`src/rtl/qtm_pkg.sv`:
```
package qtm_pkg;
  localparam int BANK_LSB = 6;  // 64-byte bank per channel
  localparam int ACK_BIT  = 7;

  typedef enum logic [BANK_LSB-1:0] {
    OFF_RST  = 6'h00,
    OFF_EN   = 6'h04,
    OFF_DIS  = 6'h08,
    OFF_MODE = 6'h0C,
    OFF_STAT = 6'h10,
    OFF_CNT  = 6'h14,
    OFF_TC   = 6'h18,
    OFF_IE   = 6'h1C,
    OFF_ACK  = 6'h20
  } reg_off_e;

  localparam logic [3:0] ST_IDLE   = 4'd1;
  localparam logic [3:0] ST_ACTIVE = 4'd2;

  typedef struct packed {
    logic rst;
    logic en;
    logic dis;
    logic mode;
    logic tc;
    logic ie;
    logic ack;
  } ch_cmd_t;
endpackage

```
`src/rtl/qtm_decode.sv`:
```
module qtm_decode
  import qtm_pkg::*;
#(
  parameter int N_CH   = 4,
  parameter int ADDR_W = 9
) (
  input  logic [ADDR_W-1:0]        addr_i,
  input  logic                     we_i,
  output ch_cmd_t [N_CH-1:0]       cmd_o,
  output logic                     creq_we_o
);
  localparam int CH_W = $clog2(N_CH);
  localparam int TOP  = BANK_LSB + CH_W;
  localparam logic [ADDR_W-1:0] CREQ_ADDR = ADDR_W'(N_CH << BANK_LSB);

  logic [CH_W-1:0]     bank;
  logic [BANK_LSB-1:0] off;
  logic                in_banks;

  assign bank      = addr_i[TOP-1:BANK_LSB];
  assign off       = addr_i[BANK_LSB-1:0];
  assign in_banks  = (addr_i[ADDR_W-1:TOP] == '0);
  assign creq_we_o = we_i && (addr_i == CREQ_ADDR);

  always_comb begin
    cmd_o = '0;
    for (int k = 0; k < N_CH; k++) begin
      if (we_i && in_banks && bank == CH_W'(k)) begin
        case (off)
          OFF_RST:  cmd_o[k].rst  = 1'b1;
          OFF_EN:   cmd_o[k].en   = 1'b1;
          OFF_DIS:  cmd_o[k].dis  = 1'b1;
          OFF_MODE: cmd_o[k].mode = 1'b1;
          OFF_TC:   cmd_o[k].tc   = 1'b1;
          OFF_IE:   cmd_o[k].ie   = 1'b1;
          OFF_ACK:  cmd_o[k].ack  = 1'b1;
          default:  ;
        endcase
      end
    end
  end
endmodule

```
`src/rtl/qtm_channel.sv`:
```
module qtm_channel
  import qtm_pkg::*;
#(
  parameter int CNT_W = 32
) (
  input  logic             clk_i,
  input  logic             rst_ni,
  input  logic             adv_i,
  input  ch_cmd_t          cmd_i,
  input  logic [CNT_W-1:0] wdata_i,
  output logic [CNT_W-1:0] cnt_o,
  output logic [CNT_W-1:0] tc_o,
  output logic [7:0]       stat_o,
  output logic             irq_o
);
  logic             run_q, mode_q, ie_q, pend_q;
  logic [CNT_W-1:0] cnt_q, tc_q;
  logic             step, hit;

  assign step = run_q && adv_i;
  assign hit  = step && (cnt_q == tc_q);

  always_ff @(posedge clk_i or negedge rst_ni) begin
    if (!rst_ni) begin
      run_q  <= 1'b0;
      mode_q <= 1'b0;
      ie_q   <= 1'b0;
      pend_q <= 1'b0;
      cnt_q  <= '0;
      tc_q   <= '1;
    end else begin
      if (step) begin
        if (!hit)        cnt_q <= cnt_q + 1'b1;
        else if (!mode_q) cnt_q <= '0;
        if (hit && mode_q) run_q <= 1'b0;
      end
      if (cmd_i.ack && wdata_i[ACK_BIT]) pend_q <= 1'b0;
      if (hit)        pend_q <= 1'b1;  // new event outranks ack
      if (cmd_i.en)   run_q  <= 1'b1;
      if (cmd_i.dis)  run_q  <= 1'b0;
      if (cmd_i.mode) mode_q <= wdata_i[0];
      if (cmd_i.tc)   tc_q   <= wdata_i;
      if (cmd_i.ie)   ie_q   <= wdata_i[0];
      if (cmd_i.rst) begin
        cnt_q  <= '0;
        run_q  <= 1'b0;
        pend_q <= 1'b0;
        mode_q <= 1'b0;
      end
    end
  end

  assign cnt_o  = cnt_q;
  assign tc_o   = tc_q;
  assign stat_o = {pend_q, ie_q, mode_q, run_q, run_q ? ST_ACTIVE : ST_IDLE};
  assign irq_o  = pend_q & ie_q;

  p_hold_r2: assert property (@(posedge clk_i) disable iff (!rst_ni)
    (!step && !cmd_i.rst) |=> $stable(cnt_q));
  p_step_r2: assert property (@(posedge clk_i) disable iff (!rst_ni)
    (step && !hit && !cmd_i.rst) |=> cnt_q == $past(cnt_q) + 1'b1);
  p_wrap_r3: assert property (@(posedge clk_i) disable iff (!rst_ni)
    (hit && !mode_q && !cmd_i.rst) |=> (cnt_q == '0) && pend_q && run_q);
  p_oneshot_stop_r4: assert property (@(posedge clk_i) disable iff (!rst_ni)
    (hit && mode_q && !cmd_i.rst && !cmd_i.en) |=> !run_q && pend_q && $stable(cnt_q));
  p_rst_cmd_r8: assert property (@(posedge clk_i) disable iff (!rst_ni)
    cmd_i.rst |=> (cnt_q == '0) && !run_q && !pend_q && !mode_q && $stable(tc_q));
  p_ack_clear_r7: assert property (@(posedge clk_i) disable iff (!rst_ni)
    (cmd_i.ack && wdata_i[ACK_BIT] && !hit) |=> !pend_q && !irq_o);
endmodule

```
`src/rtl/qtm_rdmux.sv`:
```
module qtm_rdmux
  import qtm_pkg::*;
#(
  parameter int N_CH   = 4,
  parameter int CNT_W  = 32,
  parameter int ADDR_W = 9
) (
  input  logic [ADDR_W-1:0]           addr_i,
  input  logic [N_CH-1:0][CNT_W-1:0]  cnt_i,
  input  logic [N_CH-1:0][CNT_W-1:0]  tc_i,
  input  logic [N_CH-1:0][7:0]        stat_i,
  input  logic                        creq_i,
  output logic [CNT_W-1:0]            rdata_o
);
  localparam int CH_W = $clog2(N_CH);
  localparam int TOP  = BANK_LSB + CH_W;
  localparam logic [ADDR_W-1:0] CREQ_ADDR = ADDR_W'(N_CH << BANK_LSB);

  logic [CH_W-1:0]     bank;
  logic [BANK_LSB-1:0] off;

  assign bank = addr_i[TOP-1:BANK_LSB];
  assign off  = addr_i[BANK_LSB-1:0];

  always_comb begin
    rdata_o = '0;
    if (addr_i[ADDR_W-1:TOP] == '0) begin
      case (off)
        OFF_STAT: rdata_o = CNT_W'(stat_i[bank]);
        OFF_CNT:  rdata_o = cnt_i[bank];
        OFF_TC:   rdata_o = tc_i[bank];
        default:  rdata_o = '0;  // command and write-only addresses
      endcase
    end else if (addr_i == CREQ_ADDR) begin
      rdata_o = CNT_W'(creq_i);
    end
  end
endmodule

```
`src/rtl/quad_interval_timer.sv`:
```
module quad_interval_timer
  import qtm_pkg::*;
#(
  parameter int N_CH   = 4,
  parameter int CNT_W  = 32,
  parameter int ADDR_W = 9
) (
  input  logic              clk_i,
  input  logic              rst_ni,
  input  logic [ADDR_W-1:0] addr_i,
  input  logic              we_i,
  input  logic [CNT_W-1:0]  wdata_i,
  output logic [CNT_W-1:0]  rdata_o,
  input  logic [N_CH-1:0]   tick_i,
  output logic [N_CH-1:0]   irq_o
);
  ch_cmd_t [N_CH-1:0]          cmd;
  logic                        creq_we, creq_q;
  logic [N_CH-1:0][CNT_W-1:0]  cnt, tc;
  logic [N_CH-1:0][7:0]        stat;

  qtm_decode #(.N_CH(N_CH), .ADDR_W(ADDR_W)) u_dec (
    .addr_i   (addr_i),
    .we_i     (we_i),
    .cmd_o    (cmd),
    .creq_we_o(creq_we)
  );

  always_ff @(posedge clk_i or negedge rst_ni) begin
    if (!rst_ni)      creq_q <= 1'b0;
    else if (creq_we) creq_q <= wdata_i[0];
  end

  for (genvar k = 0; k < N_CH; k++) begin : g_ch
    qtm_channel #(.CNT_W(CNT_W)) u_ch (
      .clk_i  (clk_i),
      .rst_ni (rst_ni),
      .adv_i  (tick_i[k] & creq_q),
      .cmd_i  (cmd[k]),
      .wdata_i(wdata_i),
      .cnt_o  (cnt[k]),
      .tc_o   (tc[k]),
      .stat_o (stat[k]),
      .irq_o  (irq_o[k])
    );

    p_creq_gate_r11: assert property (@(posedge clk_i) disable iff (!rst_ni)
      (!creq_q && !cmd[k].rst) |=> $stable(cnt[k]));
  end

  qtm_rdmux #(.N_CH(N_CH), .CNT_W(CNT_W), .ADDR_W(ADDR_W)) u_rd (
    .addr_i (addr_i),
    .cnt_i  (cnt),
    .tc_i   (tc),
    .stat_i (stat),
    .creq_i (creq_q),
    .rdata_o(rdata_o)
  );
endmodule

```
`config.mk`:
```
export PLATFORM = sky130hd
export DESIGN_NAME = quad_interval_timer
export DESIGN_NICKNAME = d
export VERILOG_FILES = /design/src/rtl/qtm_pkg.sv /design/src/rtl/qtm_decode.sv /design/src/rtl/qtm_channel.sv /design/src/rtl/qtm_rdmux.sv /design/src/rtl/quad_interval_timer.sv
export SDC_FILE = /design/constraint.sdc
export NUM_CORES = 1
export LEC_CHECK = 0
export ABC_AREA = 1
export BUFFER_PORTS_ARGS = -buffer_cell sky130_fd_sc_hd__buf_2
export CAP_MARGIN = 5
export CELL_PAD_IN_SITES_DETAIL_PLACEMENT = 0
export CELL_PAD_IN_SITES_GLOBAL_PLACEMENT = 1
export CORE_MARGIN = 2
export CORE_UTILIZATION = 49
export DETAILED_ROUTE_END_ITERATION = 10
export PLACE_DENSITY_LB_ADDON = 0.1
export SETUP_SLACK_MARGIN = 0.3
export SYNTH_ARGS = -nofsm -noshare
export SYNTH_HDL_FRONTEND = slang
export SYNTH_SLANG_ARGS = --single-unit
```
`constraint.sdc`:
```
create_clock -name clk_i -period 5.11 [get_ports clk_i]
set_clock_uncertainty 0.1 [all_clocks]
set_input_delay 0.7665 -clock clk_i [delete_from_list [all_inputs] [get_ports clk_i]]
set_output_delay 0.7665 -clock clk_i [all_outputs]
set_load 0.03 [all_outputs]
```
==> results of run 1 <==
## flip-flops by register name (all words and copies together), names as in the netlist
| name | cells |
|---|---|
| g_ch.u_ch.mode_q | 4 |
| g_ch.u_ch.ie_q | 4 |
| g_ch.u_ch.cnt_o | 128 |
| g_ch.u_ch.pend_q | 4 |
| g_ch.u_ch.run_q | 4 |
| creq_q | 1 |
| g_ch.u_ch.tc_o | 128 |
## layer usage
layer	global-route usage [%]	wire, um
met5	0	70
met3	8.869	9548
met2	60.38	36520
met4	19.78	4421
met1	57.74	36090
## cells in the final DEF (no fill, tap or decap), types with 9 or more instances in the layout
master	netlist	layout
xnor2_1	34	34
nand2_1	1019	1019
nand3b_1	30	30
buf_2	37	82
a22oi_1	59	59
clkbuf_16	0	37
clkbuf_8	0	9
buf_4	4	23
dfstp_2	128	128
xor2_1	96	96
dfrtp_1	145	145
nand4_1	43	43
inv_1	411	411
o21ai_0	160	160
a21oi_1	44	44
nor2_1	304	300
nor2_2	7	11
o22ai_1	52	52
nand3_1	298	298
nor3_1	58	58
o21ai_1	14	14
and2_1	9	9
## kinds of logic after synthesis
family / synth area share (%)
simple gates: 37.70
buf+inv: 10.75
compound gates: 10.41
flops: 35.16
xor+xnor: 5.726
fa+ha+maj: 0.2517
## metrics by stage
step	cells	utilization, %
floorplan	3098	-
global placement	3600	51.70
detailed placement	3600	51.70
CTS	3666	54.66
global route	3666	54.66
finish	3666	54.66
## where the power goes
part / total [mW] / leakage [nW] / switching [mW] / internal, mW
logic: 0.460 / 6.69 / 0.334 / 0.126
clock network: 2.59 / 0.585 / 1.08 / 1.51
registers: 2.26 / 3.35 / 0.0408 / 2.22
total: 5.32 / 10.6 / 1.46 / 3.86
## worst max-delay path by stage
stage,startpoint,end,slack (ns),depth (start not counted)
final,addr_i[1],rdata_o[9],1.28,8
after detailed placement,addr_i[1],rdata_o[10],1.34,8
after global routing,addr_i[1],rdata_o[9],1.22,8
after CTS,addr_i[1],rdata_o[10],1.34,8
after floorplan,addr_i[1],rdata_o[22],1.90,6
after global placement,addr_i[5],rdata_o[10],1.36,8
## worst max-delay path: cells and delay by family
kind | cells | cell delay (ns)
buf+inv | 4 | 0.95
simple gates | 3 | 0.93
compound gates | 1 | 0.31
## layout make-up
cell class / count / area share (%)
well taps: 525 / 3.011
flip-flops and latches: 273 / 32.05
multi-input cells: 2275 / 49.40
clock buffers: 54 / 4.950
clock inverters: 11 / 0.4072
repair buffers: 109 / 2.971
inverters: 419 / 7.209
==> results_dict.tcl, run 1 <==
set metrics [dict create \
    outcome "finished clean" \
    grt_pass1_vias 19995 \
    initial_utilization_pct 49.82 \
    num-fill-cells 4090 \
    synth_area_per_cell_um2 6.418 \
    insertion_delay_ns 0.57 \
    slew_violations 0 \
    start_kind "input pin" \
    r2r-end "g_ch[3].u_ch.cnt_o[22]$_DFFE_PN0P_" \
    fmax_ghz 0.2612 \
    layout-drive-gt1-share_pct 10.32 \
    cts_resized 0 \
    cts_tree "done" \
    num_io_pins 84 \
    dp_worst_setup_slack_ns 1.345 \
    path_common_cell "buf_2" \
    grt-ovfl-total 0 \
    leakage_nw 10.62 \
    synth_area_leaders "nand2_1, dfrtp_1, dfstp_2, inv_1, nand3_1" \
    yosysTopAreaCellShare_pct 19.24 \
    grt_setup_unrepaired "no" \
    ys_async_sr_fraction_pct 100.0 \
    grt_max_degree 136 \
    synthTopCellsByCount "nand2_1, inv_1, nor2_1" \
    rr_startpoint "g_ch[3].u_ch.cnt_o[22]$_DFFE_PN0P_" \
    chipWidth_um 205.4 \
    synth-edff-count 0 \
    antenna_found_initial 4 \
    hold_depth 2 \
    min_to "g_ch[2].u_ch.tc_o[7]$_DFFE_PN1P_" \
    port_buffers 83 \
    vdd_ir_drop_max_v 0.0003169 \
    fp-row-count 73 \
    r2r_slack_ns 1.98 \
    drt-vias-per-instance 5.917 \
    end_kind "output port" \
    synth_top_cell_by_area "nand2_1" \
    drt_iter0_drc 3050 \
    worstHoldStart "g_ch[2].u_ch.tc_o[7]$_DFFE_PN1P_" \
    finalCritPeriodShare_pct 74.91 \
    yosysWarnings 0 \
    setup_violations 0 \
    crit_chain "buf_2, nor2_1, inv_1, nor4_4, buf_4, nand3_1, a21oi_1, buf_2" \
    cts_hold_buf 1 \
    drtPass1Iterations 7 \
    yosys_register_bits 273 \
    cp.arrival_ns 2.96 \
    grt_usage_pct 41.24 \
    slowest_stage "nor4_4" \
    syn_to_final_growth_pct 9.715 \
    routedWlPerCell_um 23.64 \
    netlist_instances 3098 \
    synthesis.nets 3150 \
    worst-setup-path-type "in2out" \
    htreeDepth 2 \
    cts_made_buffers 36 \
    tns_ns 0 \
    hold_class "reg2reg" \
    slew_headroom_pct 17.55 \
    critical_path_required_ns 4.24 \
    wl_mm 86.65 \
    cts.sinks 273 \
    grt_pass1_wl_mm 128.3 \
    clockBufferDepth 3 \
    crit_path_max_fanout 21 \
    fp.dieH_um 205.4 \
    vias 21693 \
    synth.most_common_cell "nand2_1" \
    hpwl_mm 66.16 \
    seq_area_um2 6992 \
    cpPeakStageDelay_ns 0.65 \
    reg2reg_depth 13 \
    tightest_slew_ns 1.235 \
    post_cts_buffers 0 \
    fin_area_um2 21820 \
    hold_viol 0 \
    cts.clk_slew.worst_paths_ns 0.06 \
    final.min_clock_period_ns 3.828 \
    gp_congestion 1.047 \
    dpl_cell_area_um2 20640 \
    synthDistinctLibCells 41 \
    multi_input_area_um2 10780 \
    drv_cap 0 \
    drc 0 \
    dieArea_um2 42210 \
    timing.final.ws_setup_ns 1.282 \
    p_per_area_nw_per_um2 243.7 \
    antenna_cells 0 \
    fin_nets 3166 \
    syn_area_um2 19880 \
    power_mw 5.316 \
    synthFlopType "dfrtp_1" \
    holdWs_ns 0.3869 \
    ctsRootBufferMaster "clkbuf_16" \
    synth_seq_area_share_pct 35.16 \
    coreArea_um2 39910 \
    ant_nets 0 \
]
(Power assumes the default switching activity.)
==> inputs of run 2 (changes only) <==
--- a/config.mk
+++ b/config.mk
@@ -11,7 +11,7 @@
 export CELL_PAD_IN_SITES_DETAIL_PLACEMENT = 0
 export CELL_PAD_IN_SITES_GLOBAL_PLACEMENT = 1
 export CORE_MARGIN = 2
-export CORE_UTILIZATION = 49
+export CORE_UTILIZATION = 41
 export DETAILED_ROUTE_END_ITERATION = 10
 export PLACE_DENSITY_LB_ADDON = 0.1
 export SETUP_SLACK_MARGIN = 0.3
==> constraint.sdc (replaced) <==
create_clock -name clk_i -period 3.5 [get_ports clk_i]
set_clock_uncertainty 0.1 [all_clocks]
set_input_delay 0.525 -clock clk_i [delete_from_list [all_inputs] [get_ports clk_i]]
set_output_delay 0.525 -clock clk_i [all_outputs]
set_load 0.03 [all_outputs]
==> run 2 against run 1 <==
Net effect: highest routed layer is now met4; critical path depth down 3; combinational power up 47%; critical endpoint is now rdata_o[29]; core utilization down 7.9 points.
==> results_dict.tcl, run 2 (synthesis gave the netlist of run 1 again) <==
set metrics [dict create \
    crit_start "g_ch[3].u_ch.cnt_o[29]$_DFFE_PN0P_" \
    grt_usage_pct 36.40 \
    cts_made_buffers 36 \
    initial_utilization_pct 41.56 \
    slew_headroom_pct 27.65 \
    cts.sinks 273 \
    cp.arrival_ns 2.52 \
    rr_startpoint "g_ch[3].u_ch.cnt_o[18]$_DFFE_PN0P_" \
    crit_end "rdata_o[29]" \
    slowest_stage "dfrtp_1" \
    grt_pass1_vias 19721 \
    hpwl_mm 72.40 \
    num_io_pins 84 \
    start_kind "register" \
    wl_mm 92.22 \
    drt-vias-per-instance 5.634 \
    chipWidth_um 224.2 \
    p_per_area_nw_per_um2 355.3 \
    syn_to_final_growth_pct 12.40 \
    insertion_delay_ns 0.56 \
    cpPeakStageDelay_ns 0.55 \
    end_kind "output port" \
    seq_area_um2 6992 \
    grt-ovfl-total 0 \
    coreArea_um2 47850 \
    fin_nets 3199 \
    tns_ns 0 \
    r2r-end "g_ch[3].u_ch.cnt_o[28]$_DFFE_PN0P_" \
    port_buffers 83 \
    htreeDepth 2 \
    multi_input_area_um2 10780 \
    dieArea_um2 50270 \
    layout_commonest_cell "nand2_1" \
    hold_viol 0 \
    crit_path_max_fanout 5 \
    drt_iter0_drc 2528 \
    cts_resized 0 \
    slew_violations 0 \
    cts_tree "done" \
    cts.clk_slew.worst_paths_ns 0.06 \
    setup_violations 0 \
    drtPass1Iterations 6 \
    r2r_slack_ns 0.63 \
    final.min_clock_period_ns 3.146 \
    antenna_found_initial 1 \
    fp-row-count 80 \
    fp.dieH_um 224.2 \
    hold_class "in2reg" \
    outcome "finished clean" \
    layout-drive-gt1-share_pct 11.19 \
    vias 21354 \
    ant_nets 0 \
    fmax_ghz 0.3178 \
    gp_congestion 0.9942 \
    grt_max_degree 80 \
    worst-setup-path-type "reg2out" \
    vdd_ir_drop_max_v 0.0004478 \
    grt_setup_unrepaired "no" \
    crit_family "compound AO/OA/AOI/OAI gates" \
    leakage_nw 10.85 \
    ctsRootBufferMaster "clkbuf_16" \
    critPathBufInv 2 \
    reg2reg_depth 13 \
    routedWlPerCell_um 24.33 \
    tightest_slew_ns 1.084 \
    finalCritPeriodShare_pct 89.90 \
    grt_pass1_wl_mm 134.1 \
    clockBufferDepth 3 \
    cts_hold_buf 1 \
    drc 0 \
    drv_cap 0 \
    critical_path_required_ns 2.87 \
    final_cell_mix "nand2_1, inv_1, nor2_1" \
    post_cts_buffers 0 \
    num-fill-cells 5169 \
    crit_chain "inv_1, a22oi_1, nand3_1, a21oi_1, buf_2" \
    dpl_cell_area_um2 21110 \
    fin_area_um2 22350 \
    worstSetupPathDepth 5 \
]
==> run 2: worst min-delay path by stage <==
stage,from,slack (ns),cells after the start,endpoint
floorplan,rst_ni,0.13,0,creq_q$_DFFE_PN0P_
global placement,g_ch[2].u_ch.tc_o[7]$_DFFE_PN1P_,0.37,2,g_ch[2].u_ch.tc_o[7]$_DFFE_PN1P_
detailed placement,g_ch[3].u_ch.tc_o[0]$_DFFE_PN1P_,0.38,2,g_ch[3].u_ch.tc_o[0]$_DFFE_PN1P_
CTS,wdata_i[20],0.17,3,g_ch[3].u_ch.tc_o[20]$_DFFE_PN1P_
global route,wdata_i[20],0.21,3,g_ch[3].u_ch.tc_o[20]$_DFFE_PN1P_
finish,wdata_i[20],0.18,3,g_ch[3].u_ch.tc_o[20]$_DFFE_PN1P_
==> run 2: power breakdown <==
part	leakage (nW)	switching [mW]	internal (mW)	total, mW
Combinational	6.90	0.481	0.197	0.678
Sequential	3.35	0.0654	3.24	3.31
Clock	0.604	1.57	2.38	3.95
==> run 2: layer usage <==
layer  global-route usage (%)  up-vias  routed length [um]  share of wire (%)
met5                        0        -                   0                  0
met4                    13.44        0                3562                3.9
met3                    7.407      169                8741                9.5
met2                    55.14     1048               39580                 43
met1                    51.28    10189               40340                 44
li1                         -     9948                   -                  -
==> run 2: tightest hold or removal path, delay by kind of cell <==
kind	cells	cell delay [ns]
buf+inv	2	0.20
compound gates	1	0.10
==> run 2: final cells by class <==
cell class	instances	share of cell area (%)
multi-input cells	2275	48.23
repair buffers	142	4.512
well taps	615	3.443
inverters	419	7.037
diodes	2	0.02239
flip-flops and latches	273	31.28
clock inverters	9	0.5766
clock buffers	55	4.899
==> run 2: per-stage QoR <==
stage          worst slack [ns]  power (mW)  hold slack, ns  std cells  utilization (%)
3_3_place_gp             0.5677       4.017          0.3730       3723            44.12
6_report                 0.3537       7.940          0.1756       3790            46.71
4_1_cts                  0.4116       7.978          0.1674       3788            46.70
5_1_grt                  0.3847       8.176          0.2125       3788            46.70
2_1_floorplan            0.7701       3.684          0.1294       3098                -
3_5_place_dp             0.5676       4.023          0.3784       3723            44.12
